==> src/rtl/pad_mux_pkg.sv <==
package pad_mux_pkg;

  localparam int ADDR_W   = 3;
  localparam int WORD_W   = 32;
  localparam int BYTES    = WORD_W / 8;

  typedef enum logic [ADDR_W-1:0] {
    ADDR_DATA_LO = 3'd0,
    ADDR_DATA_HI = 3'd1,
    ADDR_HK_DIS  = 3'd2,
    ADDR_MON     = 3'd3,
    ADDR_IRQ     = 3'd4
  } regAddrE;

  // Pad positions decoded by the pad-side wiring of each function.
  localparam int PAD_HK_SDO   = 1;
  localparam int PAD_HK_SDI   = 2;
  localparam int PAD_HK_CSB   = 3;
  localparam int PAD_HK_SCK   = 4;
  localparam int PAD_UART_RX  = 5;
  localparam int PAD_UART_TX  = 6;
  localparam int PAD_IRQ_A    = 7;
  localparam int PAD_IRQ_B    = 12;
  localparam int PAD_TRAP     = 13;
  localparam int PAD_CORE_CLK = 14;
  localparam int PAD_USER_CLK = 15;
  localparam int PAD_SPI_SCK  = 32;
  localparam int PAD_SPI_CSB  = 33;
  localparam int PAD_SPI_SDI  = 34;
  localparam int PAD_SPI_SDO  = 35;

  // Strobes from the register decoder to the register datapath.
  typedef struct packed {
    logic [BYTES-1:0] lowBytes;
    logic             stageLow;
    logic             commitLow;
    logic             wrHigh;
    logic             wrHkDis;
    logic             wrMon;
    logic             wrIrq;
  } regStrobeT;

endpackage

==> src/rtl/pad_mux_ctrl.sv <==
module pad_mux_ctrl
  import pad_mux_pkg::*;
(
  input  logic              regWrite,
  input  logic [ADDR_W-1:0] regAddr,
  input  logic [BYTES-1:0]  regByteEn,
  output regStrobeT         strobes
);

  logic lowHit;
  assign lowHit = regWrite && (regAddr == ADDR_DATA_LO);

  always_comb begin
    strobes           = '0;
    strobes.lowBytes  = regByteEn;
    strobes.stageLow  = lowHit && (regByteEn != '0);
    strobes.commitLow = lowHit && regByteEn[BYTES-1];
    strobes.wrHigh    = regWrite && (regAddr == ADDR_DATA_HI) && regByteEn[0];
    strobes.wrHkDis   = regWrite && (regAddr == ADDR_HK_DIS)  && regByteEn[0];
    strobes.wrMon     = regWrite && (regAddr == ADDR_MON)     && regByteEn[0];
    strobes.wrIrq     = regWrite && (regAddr == ADDR_IRQ)     && regByteEn[0];
  end

endmodule

==> src/rtl/pad_mux_regs.sv <==
module pad_mux_regs
  import pad_mux_pkg::*;
#(
  parameter int NUM_PADS = 38
) (
  input  logic                clk,
  input  logic                rstN,
  input  regStrobeT           strobes,
  input  logic [WORD_W-1:0]   regWdata,
  input  logic [ADDR_W-1:0]   regAddr,
  input  logic [NUM_PADS-1:0] mgmtIn,
  output logic [WORD_W-1:0]   regRdata,
  output logic [NUM_PADS-1:0] dataOut,
  output logic                hkDisable,
  output logic [2:0]          monSel,
  output logic [1:0]          irqSel
);

  localparam int HI_W = NUM_PADS - WORD_W;

  logic [WORD_W-1:0] stageLow;
  logic [WORD_W-1:0] mergedLow;
  logic [WORD_W-1:0] dataLow;
  logic [HI_W-1:0]   dataHigh;

  // Merge enabled bytes of the write over the staged bytes.
  for (genvar b = 0; b < BYTES; b++) begin : g_mergeByte
    assign mergedLow[8*b +: 8] = strobes.lowBytes[b] ? regWdata[8*b +: 8]
                                                     : stageLow[8*b +: 8];
  end

  always_ff @(posedge clk or negedge rstN) begin
    if (!rstN) begin
      stageLow  <= '0;
      dataLow   <= '0;
      dataHigh  <= '0;
      hkDisable <= 1'b0;
      monSel    <= '0;
      irqSel    <= '0;
    end else begin
      if (strobes.stageLow)  stageLow  <= mergedLow;
      if (strobes.commitLow) dataLow   <= mergedLow;
      if (strobes.wrHigh)    dataHigh  <= regWdata[HI_W-1:0];
      if (strobes.wrHkDis)   hkDisable <= regWdata[0];
      if (strobes.wrMon)     monSel    <= regWdata[2:0];
      if (strobes.wrIrq)     irqSel    <= regWdata[1:0];
    end
  end

  assign dataOut = {dataHigh, dataLow};

  always_comb begin
    case (regAddr)
      ADDR_DATA_LO: regRdata = mgmtIn[WORD_W-1:0];
      ADDR_DATA_HI: regRdata = {{(WORD_W-HI_W){1'b0}}, mgmtIn[NUM_PADS-1:WORD_W]};
      ADDR_HK_DIS:  regRdata = {{(WORD_W-1){1'b0}}, hkDisable};
      ADDR_MON:     regRdata = {{(WORD_W-3){1'b0}}, monSel};
      ADDR_IRQ:     regRdata = {{(WORD_W-2){1'b0}}, irqSel};
      default:      regRdata = '0;
    endcase
  end

  // A staged partial write must leave the driven low word untouched.
  assert_stage_holds_R5: assert property (@(posedge clk) disable iff (!rstN)
    (strobes.stageLow && !strobes.commitLow) |=> $stable(dataOut[WORD_W-1:0]));

  // A high-word write lands at the next edge.
  assert_high_lands_R6: assert property (@(posedge clk) disable iff (!rstN)
    strobes.wrHigh |=> (dataOut[NUM_PADS-1:WORD_W] == $past(regWdata[HI_W-1:0])));

endmodule

==> src/rtl/pad_mux_route.sv <==
module pad_mux_route
  import pad_mux_pkg::*;
#(
  parameter int NUM_PADS = 38
) (
  input  logic [NUM_PADS-1:0] mgmtEn,
  input  logic [NUM_PADS-1:0] outDis,
  input  logic [NUM_PADS-1:0] inDis,
  input  logic [NUM_PADS-1:0] padIn,
  input  logic [NUM_PADS-1:0] userOut,
  input  logic [NUM_PADS-1:0] userOeb,
  input  logic [NUM_PADS-1:0] dataOut,
  input  logic                hkDisable,
  input  logic [2:0]          monSel,
  input  logic [1:0]          irqSel,
  input  logic                uartEnable,
  input  logic                spiEnable,
  input  logic                hkSdo,
  input  logic                hkSdoOeb,
  input  logic                uartTx,
  input  logic                trapIn,
  input  logic                coreClk,
  input  logic                userClk,
  input  logic                spiSck,
  input  logic                spiCsb,
  input  logic                spiSdo,
  output logic [NUM_PADS-1:0] padOut,
  output logic [NUM_PADS-1:0] padOeb,
  output logic [NUM_PADS-1:0] userIn,
  output logic [NUM_PADS-1:0] mgmtIn,
  output logic                hkSdi,
  output logic                hkCsb,
  output logic                hkSck,
  output logic                uartRx,
  output logic                irq1,
  output logic                irq2,
  output logic                spiSdi
);

  logic [NUM_PADS-1:0] sfEn;
  logic [NUM_PADS-1:0] sfOut;
  logic [NUM_PADS-1:0] sfOeb;
  logic [NUM_PADS-1:0] padLive;
  logic [NUM_PADS-1:0] sfOwn;

  // Per-pad special function table: enable, driven value, driver disable.
  always_comb begin
    sfEn  = '0;
    sfOut = '0;
    sfOeb = '1;
    for (int p = PAD_HK_SDO; p <= PAD_HK_SCK; p++) sfEn[p] = !hkDisable;
    sfOut[PAD_HK_SDO]   = hkSdo;
    sfOeb[PAD_HK_SDO]   = hkSdoOeb;
    sfEn[PAD_UART_RX]   = uartEnable;
    sfEn[PAD_UART_TX]   = uartEnable;
    sfOut[PAD_UART_TX]  = uartTx;
    sfOeb[PAD_UART_TX]  = 1'b0;
    sfEn[PAD_IRQ_A]     = irqSel[0];
    sfEn[PAD_IRQ_B]     = irqSel[1];
    sfEn[PAD_TRAP]      = monSel[0];
    sfOut[PAD_TRAP]     = trapIn;
    sfOeb[PAD_TRAP]     = 1'b0;
    sfEn[PAD_USER_CLK]  = monSel[1];
    sfOut[PAD_USER_CLK] = userClk;
    sfOeb[PAD_USER_CLK] = 1'b0;
    sfEn[PAD_CORE_CLK]  = monSel[2];
    sfOut[PAD_CORE_CLK] = coreClk;
    sfOeb[PAD_CORE_CLK] = 1'b0;
    for (int p = PAD_SPI_SCK; p <= PAD_SPI_SDO; p++) sfEn[p] = spiEnable;
    sfOut[PAD_SPI_SCK]  = spiSck;
    sfOeb[PAD_SPI_SCK]  = 1'b0;
    sfOut[PAD_SPI_CSB]  = spiCsb;
    sfOeb[PAD_SPI_CSB]  = 1'b0;
    sfOut[PAD_SPI_SDO]  = spiSdo;
    sfOeb[PAD_SPI_SDO]  = 1'b0;
  end

  for (genvar g = 0; g < NUM_PADS; g++) begin : g_padLane
    assign padLive[g] = padIn[g] & ~inDis[g];
    assign sfOwn[g]   = mgmtEn[g] & sfEn[g];
    always_comb begin
      if (!mgmtEn[g]) begin
        padOut[g] = userOut[g];
        padOeb[g] = userOeb[g];
      end else if (sfEn[g]) begin
        padOut[g] = sfOut[g];
        padOeb[g] = sfOeb[g];
      end else begin
        padOut[g] = dataOut[g];
        padOeb[g] = outDis[g];
      end
    end
    assign userIn[g] = ~mgmtEn[g] & padLive[g];
    assign mgmtIn[g] = padLive[g];
  end

  assign hkSdi  = sfOwn[PAD_HK_SDI]  & padLive[PAD_HK_SDI];
  assign hkCsb  = sfOwn[PAD_HK_CSB]  & padLive[PAD_HK_CSB];
  assign hkSck  = sfOwn[PAD_HK_SCK]  & padLive[PAD_HK_SCK];
  assign uartRx = sfOwn[PAD_UART_RX] & padLive[PAD_UART_RX];
  assign irq1   = sfOwn[PAD_IRQ_A]   & padLive[PAD_IRQ_A];
  assign irq2   = sfOwn[PAD_IRQ_B]   & padLive[PAD_IRQ_B];
  assign spiSdi = sfOwn[PAD_SPI_SDI] & padLive[PAD_SPI_SDI];

endmodule

==> src/rtl/pad_owner_mux.sv <==
module pad_owner_mux
  import pad_mux_pkg::*;
#(
  parameter int NUM_PADS = 38
) (
  input  logic                clk,
  input  logic                rstN,
  input  logic                regWrite,
  input  logic [ADDR_W-1:0]   regAddr,
  input  logic [BYTES-1:0]    regByteEn,
  input  logic [WORD_W-1:0]   regWdata,
  output logic [WORD_W-1:0]   regRdata,
  input  logic [NUM_PADS-1:0] padMgmtEn,
  input  logic [NUM_PADS-1:0] padOutDis,
  input  logic [NUM_PADS-1:0] padInDis,
  input  logic [NUM_PADS-1:0] userOut,
  input  logic [NUM_PADS-1:0] userOeb,
  output logic [NUM_PADS-1:0] userIn,
  input  logic [NUM_PADS-1:0] padIn,
  output logic [NUM_PADS-1:0] padOut,
  output logic [NUM_PADS-1:0] padOeb,
  input  logic                uartEnable,
  input  logic                spiEnable,
  input  logic                hkSdo,
  input  logic                hkSdoOeb,
  output logic                hkSdi,
  output logic                hkCsb,
  output logic                hkSck,
  output logic                uartRx,
  input  logic                uartTx,
  output logic                irq1,
  output logic                irq2,
  input  logic                trapIn,
  input  logic                coreClk,
  input  logic                userClk,
  input  logic                spiSck,
  input  logic                spiCsb,
  input  logic                spiSdo,
  output logic                spiSdi
);

  regStrobeT           strobes;
  logic [NUM_PADS-1:0] dataOut;
  logic [NUM_PADS-1:0] mgmtIn;
  logic                hkDisable;
  logic [2:0]          monSel;
  logic [1:0]          irqSel;

  pad_mux_ctrl i_ctrl (
    .regWrite (regWrite),
    .regAddr  (regAddr),
    .regByteEn(regByteEn),
    .strobes  (strobes)
  );

  pad_mux_regs #(.NUM_PADS(NUM_PADS)) i_regs (
    .clk      (clk),
    .rstN     (rstN),
    .strobes  (strobes),
    .regWdata (regWdata),
    .regAddr  (regAddr),
    .mgmtIn   (mgmtIn),
    .regRdata (regRdata),
    .dataOut  (dataOut),
    .hkDisable(hkDisable),
    .monSel   (monSel),
    .irqSel   (irqSel)
  );

  pad_mux_route #(.NUM_PADS(NUM_PADS)) i_route (
    .mgmtEn    (padMgmtEn),
    .outDis    (padOutDis),
    .inDis     (padInDis),
    .padIn     (padIn),
    .userOut   (userOut),
    .userOeb   (userOeb),
    .dataOut   (dataOut),
    .hkDisable (hkDisable),
    .monSel    (monSel),
    .irqSel    (irqSel),
    .uartEnable(uartEnable),
    .spiEnable (spiEnable),
    .hkSdo     (hkSdo),
    .hkSdoOeb  (hkSdoOeb),
    .uartTx    (uartTx),
    .trapIn    (trapIn),
    .coreClk   (coreClk),
    .userClk   (userClk),
    .spiSck    (spiSck),
    .spiCsb    (spiCsb),
    .spiSdo    (spiSdo),
    .padOut    (padOut),
    .padOeb    (padOeb),
    .userIn    (userIn),
    .mgmtIn    (mgmtIn),
    .hkSdi     (hkSdi),
    .hkCsb     (hkCsb),
    .hkSck     (hkSck),
    .uartRx    (uartRx),
    .irq1      (irq1),
    .irq2      (irq2),
    .spiSdi    (spiSdi)
  );

  // User-owned pads pass the user output and disable straight through.
  assert_user_owns_R1: assert property (@(posedge clk) disable iff (!rstN)
    (((padOut ^ userOut) | (padOeb ^ userOeb)) & ~padMgmtEn) == '0);

  // Low-word readback is the live enabled pad input.
  assert_readback_live_R4: assert property (@(posedge clk) disable iff (!rstN)
    (regAddr == ADDR_DATA_LO) |-> (regRdata == (padIn[WORD_W-1:0] & ~padInDis[WORD_W-1:0])));

  // Input-disabled pads never reach the user project.
  assert_indis_blocks_R11: assert property (@(posedge clk) disable iff (!rstN)
    (userIn & padInDis) == '0);

endmodule

==> config.mk <==
export PLATFORM = sky130hd
export DESIGN_NAME = pad_owner_mux
export DESIGN_NICKNAME = d
export VERILOG_FILES = /design/src/rtl/pad_mux_pkg.sv /design/src/rtl/pad_mux_ctrl.sv /design/src/rtl/pad_mux_regs.sv /design/src/rtl/pad_mux_route.sv /design/src/rtl/pad_owner_mux.sv
export SDC_FILE = /design/constraint.sdc
export NUM_CORES = 1
export LEC_CHECK = 0
export BUFFER_PORTS_ARGS = -buffer_cell sky130_fd_sc_hd__buf_2
export CAP_MARGIN = 20
export CELL_PAD_IN_SITES_DETAIL_PLACEMENT = 0
export CELL_PAD_IN_SITES_GLOBAL_PLACEMENT = 2
export CORE_AREA = 5 5 163 165
export CTS_CLUSTER_DIAMETER = 150
export DETAILED_ROUTE_END_ITERATION = 8
export DIE_AREA = 0 0 168 170
export PLACE_DENSITY_LB_ADDON = 0.1
export SLEW_MARGIN = 20
export SYNTH_ARGS = -nofsm -noshare
export SYNTH_HDL_FRONTEND = slang
export SYNTH_HIERARCHICAL = 1
export SYNTH_SLANG_ARGS = --single-unit
export TNS_END_PERCENT = 5
==> constraint.sdc <==
create_clock -name clk -period 2.05 [get_ports clk]
set_clock_uncertainty 0.1 [all_clocks]
set_input_delay 0.41 -clock clk [delete_from_list [all_inputs] [get_ports clk]]
set_output_delay 0.41 -clock clk [all_outputs]
set_load 0.005 [all_outputs]
# Word level (Yosys, flattened, before mapping)
# Cells that the tools add are included.
dict set report totals {
  register_bits 76
  latch_bits 0
  ramBits 0
  romBits 0
  input_bits 281
  output_inout_bits 153
  memories 0
}
dict set report op_classes {
  addsub 0
  multipliers 0
  div_mod_pow 0
  n_lt_le_gt_ge 0
  n_eq_ne 4
  shift 0
  mux 111
  bitwise_logic 166
  n_reduce_logical 14
}
# operator count
set ops {}
lappend ops {{$pmux 32 s5} 1}
lappend ops {{$mux 1} 106}
lappend ops {{$and 1x1->1} 90}
lappend ops {{$not 1->1} 76}
lappend ops {{$mux 8} 4}
lappend ops {{$logic_and 1x1->1} 11}
lappend ops {{$eq 3x2->1 const B} 2}
lappend ops {{$reduce_bool 4->1} 1}
lappend ops {{$eq 3x1->1 const B} 1}
lappend ops {{$eq 3x3->1 const B} 1}
lappend ops {{$logic_not 3->1} 1}
lappend ops {{$logic_not 1->1} 1}

# Logic depth before layout (Yosys ltp)
# Gate-level depths: netlist of run 1.
dict set report depth {
  depth_word 3
  depth_mapped 6
  depth_no_buf 4
}

# Hierarchy
# Netlist of run 1, hierarchy kept.
# mod instances cells_per_inst area_each_um2 seq_area_each_um2
set modules_own_cells {}
lappend modules_own_cells {pad_mux_regs 1 285 3459.6 1901.8}
lappend modules_own_cells {pad_mux_route 1 218 1536.5 0.0}
lappend modules_own_cells {pad_mux_ctrl 1 13 101.3 0.0}

# Worst setup path after synthesis of run 1
# No wires, ideal clock.
dict set report synth_timing {
  kind {in2reg}
  from {input port regByteEn[0]}
  to {register i_regs.stageLow[0]}
  setup_time_ps 125
  arrival_time_ps 1692
  required_time_ps 1825
  setup_slack_ps 133
  cell_stages 4
  path_cell_list {or4_1 and3_1 nand2_1 mux2_2}
}
# item line
set synth_rtl {}
lappend synth_rtl {{start: declaration} pad_owner_mux.sv:10} ;# input logic [BYTES-1:0] regByteEn,
lappend synth_rtl {{end signal: assignment} pad_mux_regs.sv:41} ;# if (strobes.stageLow) stageLow <= mergedLow;
lappend synth_rtl {{end: declaration} pad_mux_regs.sv:21} ;# logic [WORD_W-1:0] stageLow;

# Worst setup path after layout of run 1
dict set report layout_timing {
  from {register i_regs.irqSel[0]}
  to {output port regRdata[0]}
}
dict set report layout_via {
  elab_chain_cells 1
}
# item line
set layout_lines {}
lappend layout_lines {{start: declaration} pad_mux_regs.sv:16} ;# output logic [1:0] irqSel
lappend layout_lines {{start signal: assignment} pad_mux_regs.sv:46} ;# if (strobes.wrIrq) irqSel <= regWdata[1:0];
lappend layout_lines {{$pmux 32 s5} pad_mux_regs.sv:53} ;# case (regAddr)
lappend layout_lines {{end: declaration} pad_owner_mux.sv:12} ;# output logic [WORD_W-1:0] regRdata,
# No other way between the ends.

==> out/results.tsv, run 1 <==
stage	metric	value	unit
floorplanning	Starting Density	20.5	%
setup_path	CP delay by family, top	flip-flops	
clock_network	H-tree depth	3	
sta	worst-margin pin slew	0.289	ns
pwr	VDD IR max	0.000284	V
grt	first-pass GRT wire length	30900	um
route	Residual DRC	0	
setup_path	Largest stage delay, worst path	0.46	ns
clock_network	Clock Path Buffers	2	
grt	pin count of the biggest net entering global routing	47	
finish	area delta synth->final	58.5	%
logic_synthesis	syn_nets	797	
pwr	sequential share of power	41.4	%
pwr	total power	5070	uW
clock_network	CTS tree	done	
flow_run	max cap viols	0	
finish	highest-count cells in the layout ignoring fill and taps	432 x buf_2, 91 x mux2_2, 77 x nor2b_1	
grt	GRT Total Usage	13.8	%
logic_synthesis	Synth Register Bits	76	
sta	FMAX	509	MHz
pwr	static leakage	0.00433	uW
route	vias post-DR	5319	
pwr	sw power	1450	uW
clock_network	CTS root buffer	clkbuf_16	
setup_path	crit path capture type	output pin	
worst_hold_path	Worst Min Path Start	regWdata[26]	
route	vias per cell	4.10	
placed_design	port buffer count	433	
grt	initial antenna violation count	2	
logic_synthesis	sequential share of the synthesized area	37.3	%
setup_path	critical path type	reg -> out	
floorplanning	row count	58	
floorplanning	Top-Level Pins	434	
placed_design	GPL Wtd Cong	0.771	
floorplanning	die width	168	um
grt	number of global-route vias before repair	5668	
setup_path	Critical Path Source Type	flip-flop	
worst_hold_path	sink of the worst hold path	i_regs/stageLow[26]	
setup_path	Reg2Reg Setup Slack	1.00	ns
sta	clock period minus worst slack	1.97	ns
route	Pre-antenna DRT Iters	4	
setup_path	CP Cell Sequence	mux2_2 -> a32oi_2 -> o21ai_1 -> buf_2	
logic_synthesis	Syn Inst Count	516	
setup_path	R2R Path End	i_regs/hkDisable	
pwr	sw frac	28.5	%
placed_design	HPWL reported at the end of detailed placement	17600	um
sta	fin. max-slew vios	0	
setup_path	CP Data Required Time	1.54	ns
route	Post-DRT Antenna Nets	0	
sta	Hold Fails Final Rpt	0	
sta	Rel. slew slack	80.7	%
setup_path	Slowest-stage cell, CP	dfrtp_2	
pwr	Gate power share	29.6	%
pwr	PD cells	628	nW/um^2
setup_path	arrival time worst endpoint	1.46	ns
sta	period utilization	95.9	%
finish	leading cell type in the layout, fill and taps excluded	buf_2	
route	DRT iter0 DRCs	151	
setup_path	Critical R2R Launch	i_regs/hkDisable	
sta	# setup viols final	0	
clock_network	Worst-path clk slew	0.06	ns
grt	grt total ovfl	0	
pwr	Clock Power Share	29.0	%
setup_path	Buf/Inv on CP	1	
worst_hold_path	Hold Path Depth	2	
logic_synthesis	post-synth top area share	37.3	%
logic_synthesis	Ys Warns	6	
sta	Setup TNS Final	0	ns
pwr	total internal power	3620	uW
clock_network	Inserted Clock Buffers	9	
logic_synthesis	Syn Area/Cell	9.88	sq um
floorplanning	Die Area	28600	sq um
status	status	finished clean	
logic_synthesis	Synth Cell Area	5100	sq um
placed_design	dpl cell area	7780	sq um
logic_synthesis	library cells used by synthesis	32	
finish	share of layout cells above drive strength 1	59.4	%
route	final WL	20700	um
route	Avg WL per Cell	15.9	um
clock_network	Worst-Skew Late Latency	0.33	ns
finish	fin area	8080	sq um
logic_synthesis	cell taking the most area after synthesis	dfrtp_1	
setup_path	worst-path fanout max	5	
setup_path	cells on worst reg2reg path	2	
clock_network	clock sink count	76	
floorplanning	die height	170	um
worst_hold_path	Hold/Removal Path Class	in -> reg	
logic_synthesis	top cells by area, synth	dfrtp_1 37%, mux2_2 20%, nor2b_1 9.5%, mux2i_1 9.0%, a21oi_1 4.4%	
floorplanning	core area	24900	sq um
finish	Nets	1243	
sta	RSZ-0062 raised after global routing	true	
## per-layer routing
metal / up-vias / wire length, um / GRT usage, % / part of all wire, %
met5: - / 40 / 0 / 0.19
met4: 4 / 249 / 3.85 / 1.2
met3: 18 / 1620 / 3.65 / 7.9
met2: 231 / 10900 / 25.7 / 53
met1: 2380 / 7870 / 15.5 / 38
li1: 2686 / - / - / -
## cells in the mapped netlist (all sizes together)
master / number
mux2: 92
nor2b: 77
dfrtp: 76
nor2: 56
mux2i: 46
a21oi: 45
and2: 26
buf: 20
inv: 15
o21ai: 13
nand2: 11
nand3b: 8
and3: 6
nand3: 4
and3b: 3
and4b: 3
o22a: 3
o22ai: 3
and4: 2
clkbuf: 2
a31oi: 1
a32oi: 1
o21a: 1
or2: 1
or4: 1
## layout make-up
type	count	area [sq um]
Fill cell	2704	16800
Tap cell	330	413
Antenna cell	1	2.50
Inverter	15	56.3
Clock inverter	2	10.0
Sequential cell	76	1910
Timing Repair Buffer	457	2440
Multi-Input combinational cell	403	2990
Clock buffer	13	260
## worst reg2reg max path: stages, from the launching register on
cell and delay (ns):
dfrtp_1 0.37, buf_4 0.19, mux2_2 0.27
## metrics by stage
step / utilization [%] / std cells / worst slack (ns) / hold slack (ns)
2_1_floorplan: - / 516 / 0.133 / 0.0144
3_3_place_gp: 31.3 / 1279 / -0.130 / 0.219
3_5_place_dp: 31.3 / 1279 / -0.152 / 0.223
4_1_cts: 32.4 / 1296 / 0.0219 / 0.202
5_1_grt: 32.5 / 1296 / -0.0100 / 0.210
6_report: 32.5 / 1297 / 0.0840 / 0.223
## worst max-delay path by stage
stage / startpoint / cells after the start / slack [ns] / endpoint
global placement: regByteEn[0] / 6 / -0.13 / i_regs/stageLow[3]
global route: i_regs/irqSel[0] / 4 / -0.01 / regRdata[0]
finish: i_regs/irqSel[0] / 4 / 0.08 / regRdata[0]
detailed placement: regByteEn[0] / 6 / -0.15 / i_regs/stageLow[29]
floorplan: regByteEn[0] / 4 / 0.13 / i_regs/stageLow[0]
CTS: i_regs/irqSel[0] / 4 / 0.02 / regRdata[0]
## registers in the layout (all words and copies together) (netlist names)
name,flops
i_regs/dataLow,32
i_regs/stageLow,32
i_regs/hkDisable,1
i_regs/monSel,3
i_regs/dataHigh,6
i_regs/irqSel,2
## power groups by stage
stage | combinational (uW) | sequential (uW) | clock, uW
2_1_floorplan | 812 | 2040 | 0
3_3_place_gp | 1520 | 2140 | 0
3_5_place_dp | 1520 | 2140 | 0
4_1_cts | 1540 | 2110 | 1540
5_1_grt | 1700 | 2160 | 1600
6_report | 1500 | 2100 | 1470
## logic make-up (layout without fill, tap and decap cells)
family / Yosys count / count (layout) / share of synthesized area, %
other: 0 / 1 / 0
flip-flops: 76 / 76 / 37.3
buffers and inverters: 37 / 487 / 4.15
AND/OR/NAND/NOR: 198 / 198 / 22.1
multiplexers: 138 / 138 / 29.4
AO/OA/AOI/OAI: 67 / 67 / 7.02
## timing repair
action                                  in CTS  in global routing
setup buffers                                1                  0
hold endpoints to repair                    17                  0
endpoints found under the setup margin       1                  2
resized for setup                            2                  2
hold buffers                                 1                  0
No activity file was read; power rests on OpenSTA's default activity.
==> run 2, diff against run 1 <==
--- a/config.mk
+++ b/config.mk
@@ -10,10 +10,9 @@
 export CELL_PAD_IN_SITES_DETAIL_PLACEMENT = 0
 export CELL_PAD_IN_SITES_GLOBAL_PLACEMENT = 2
-export CORE_AREA = 5 5 163 165
+export CORE_AREA = 2 2 170 172
 export CTS_CLUSTER_DIAMETER = 150
 export DETAILED_ROUTE_END_ITERATION = 8
-export DIE_AREA = 0 0 168 170
+export DIE_AREA = 0 0 172 174
 export PLACE_DENSITY_LB_ADDON = 0.1
-export SLEW_MARGIN = 20
 export SYNTH_ARGS = -nofsm -noshare
 export SYNTH_HDL_FRONTEND = slang
==> constraint.sdc (replaced) <==
create_clock -name clk -period 2.05 [get_ports clk]
set_clock_uncertainty 0.1 [all_clocks]
set_input_delay 0.41 -clock clk [delete_from_list [all_inputs] [get_ports clk]]
set_output_delay 0.41 -clock clk [all_outputs]
set_load 0.01 [all_outputs]
==> out/results.tsv, run 2 (synthesized netlist as in run 1, its figures left out) <==
stage	metric	value	unit
status	status	finished clean	
route	DRT iter0 DRCs	99	
grt	initial antenna violation count	2	
pwr	Clock Power Share	29.9	%
floorplanning	die height	174	um
floorplanning	row count	62	
clock_network	Inserted Clock Buffers	9	
sta	FMAX	508	MHz
clock_network	Worst-path clk slew	0.06	ns
clock_network	H-tree depth	3	
finish	share of layout cells above drive strength 1	59.3	%
route	Pre-antenna DRT Iters	4	
grt	pin count of the biggest net entering global routing	43	
floorplanning	Starting Density	18.1	%
sta	Hold Fails Final Rpt	0	
setup_path	crit path capture type	output pin	
setup_path	arrival time worst endpoint	1.46	ns
placed_design	Cells after DPL	1334	
setup_path	crit path to	regRdata[0]	
sta	clock period minus worst slack	1.97	ns
route	Post-DRT Antenna Nets	0	
pwr	sw frac	29.5	%
setup_path	Reg2Reg Setup Slack	1.00	ns
finish	fillcell total	3154	
sta	worst hold margin	0.218	ns
setup_path	critical path type	reg -> out	
route	Residual DRC	0	
grt	first-pass GRT wire length	29000	um
pwr	sequential share of power	39.6	%
grt	grt total ovfl	0	
setup_path	worst-path fanout max	2	
worst_hold_path	Hold/Removal Path Class	in -> reg	
finish	Regs by FF count	i_regs/dataLow (32), i_regs/stageLow (32), i_regs/dataHigh (6)	
flow_run	max cap viols	0	
placed_design	Setup WS pre-CTS	-0.198	ns
route	Avg WL per Cell	14.9	um
finish	final std cells w/o fill	1353	
grt	number of global-route vias before repair	5199	
floorplanning	Die Area	29900	sq um
clock_network	Worst-Skew Late Latency	0.34	ns
finish	final core utilization	28.9	%
sta	# setup viols final	0	
clock_network	CTS root buffer	clkbuf_16	
pwr	PD cells	648	nW/um^2
placed_design	HPWL reported at the end of detailed placement	17100	um
floorplanning	die width	172	um
sta	worst setup margin	0.0834	ns
pwr	static leakage	0.00434	uW
clock_network	CTS tree	done	
setup_path	CP Data Required Time	1.54	ns
finish	Reg area	1910	sq um
finish	Nets	1245	
finish	leading cell type in the layout, fill and taps excluded	buf_2	
setup_path	Critical Path Source Type	flip-flop	
route	vias post-DR	5406	
floorplanning	Top-Level Pins	434	
pwr	total internal power	3730	uW
finish	multi-input logic area	2990	sq um
placed_design	GPL Wtd Cong	0.723	
pwr	Gate power share	30.5	%
floorplanning	core area	28200	sq um
setup_path	Critical R2R Launch	i_regs/hkDisable	
sta	fin. max-slew vios	0	
finish	area delta synth->final	60.0	%
setup_path	CP Launch Point	i_regs/monSel[0]	
finish	highest-count cells in the layout ignoring fill and taps	432 x buf_2, 91 x mux2_2, 77 x nor2b_1	
sta	worst-margin pin slew	0.415	ns
setup_path	R2R Path End	i_regs/hkDisable	
sta	Rel. slew slack	72.2	%
pwr	sw power	1560	uW
sta	RSZ-0062 raised after global routing	false	
clock_network	Clock Path Buffers	2	
clock_network	clock sink count	76	
route	final WL	20100	um
grt	GRT Total Usage	12.9	%
pwr	total power	5280	uW
setup_path	cells on worst reg2reg path	2	
route	vias per cell	4.00	
sta	period utilization	95.9	%
placed_design	port buffer count	433	
pwr	VDD IR max	0.000313	V
==> run 2: cell types whose count changed in the layout (fill, tap and decap cells not counted) <==
| cell | previous run | this run |
|---|---|---|
| a32oi_2 | 1 | 0 |
| a32oi_1 | 0 | 1 |
| clkinv_2 | 2 | 1 |
| clkbuf_1 | 2 | 3 |
| bufinv_16 | 0 | 1 |
| buf_12 | 7 | 6 |
| buf_4 | 17 | 20 |
| clkbuf_8 | 2 | 1 |
==> run 2: area by class of cell <==
cell class / count / share of cell area [%]
Timing Repair Buffer: 459 / 29.9
Sequential cell: 76 / 23.4
Multi-Input combinational cell: 403 / 36.6
Tap cell: 384 / 5.89
Clock inverter: 2 / 0.429
Clock buffer: 13 / 3.07
Antenna cell: 1 / 0.0307
Inverter: 15 / 0.690
==> run 2: how the worst min path moves through the flow <==
| stage | start | to | slack (ns) | cells after the start |
|---|---|---|---|---|
| global route | regWdata[28] | i_regs/stageLow[28] | 0.20 | 2 |
| finish | regWdata[24] | i_regs/stageLow[24] | 0.22 | 2 |
| CTS | regWdata[28] | i_regs/stageLow[28] | 0.20 | 2 |
| floorplan | rstN | i_regs/dataHigh[0] | 0.01 | 0 |
| detailed placement | rstN | i_regs/stageLow[21] | 0.28 | 1 |
| global placement | rstN | i_regs/dataLow[19] | 0.27 | 1 |
==> run 2: worst max-delay path: stages, from the launching register on <==
cell and delay [ns]:
dfrtp_2 0.40, mux2_4 0.25, a32oi_1 0.23, o21ai_1 0.09, buf_2 0.15
==> run 2: per-layer routing <==
layer / routed length (um) / vias to the layer above / track usage, %
li1: - / 2699 / -
met1: 7890 / 2430 / 14.3
met2: 10200 / 257 / 23.8
met3: 1810 / 18 / 4.19
met4: 242 / 2 / 2.70
met5: 13 / - / 0
==> run 2: power by group through the flow <==
stage / Combinational (uW) / Clock (uW) / Sequential (uW)
after floorplan: 909 / 0 / 2040
after global placement: 1610 / 0 / 2140
after detailed placement: 1620 / 0 / 2140
after CTS: 1650 / 1650 / 2100
after global routing: 1810 / 1710 / 2150
final: 1610 / 1580 / 2090
==> run 2: what timing repair did <==
item                                    CTS  global route
resized for setup                         2             1
buffers inserted                          2             0
hold buffers                              1             0
endpoints found under the setup margin    1             1
hold endpoints to repair                 26             0
==> run 2: through the flow <==
stage	cell area [sq um]	TNS, ns
2_1_floorplan	5100	0
3_3_place_gp	7840	-4.93
3_5_place_dp	7840	-5.60
4_1_cts	8150	0
5_1_grt	8160	0
6_report	8160	0
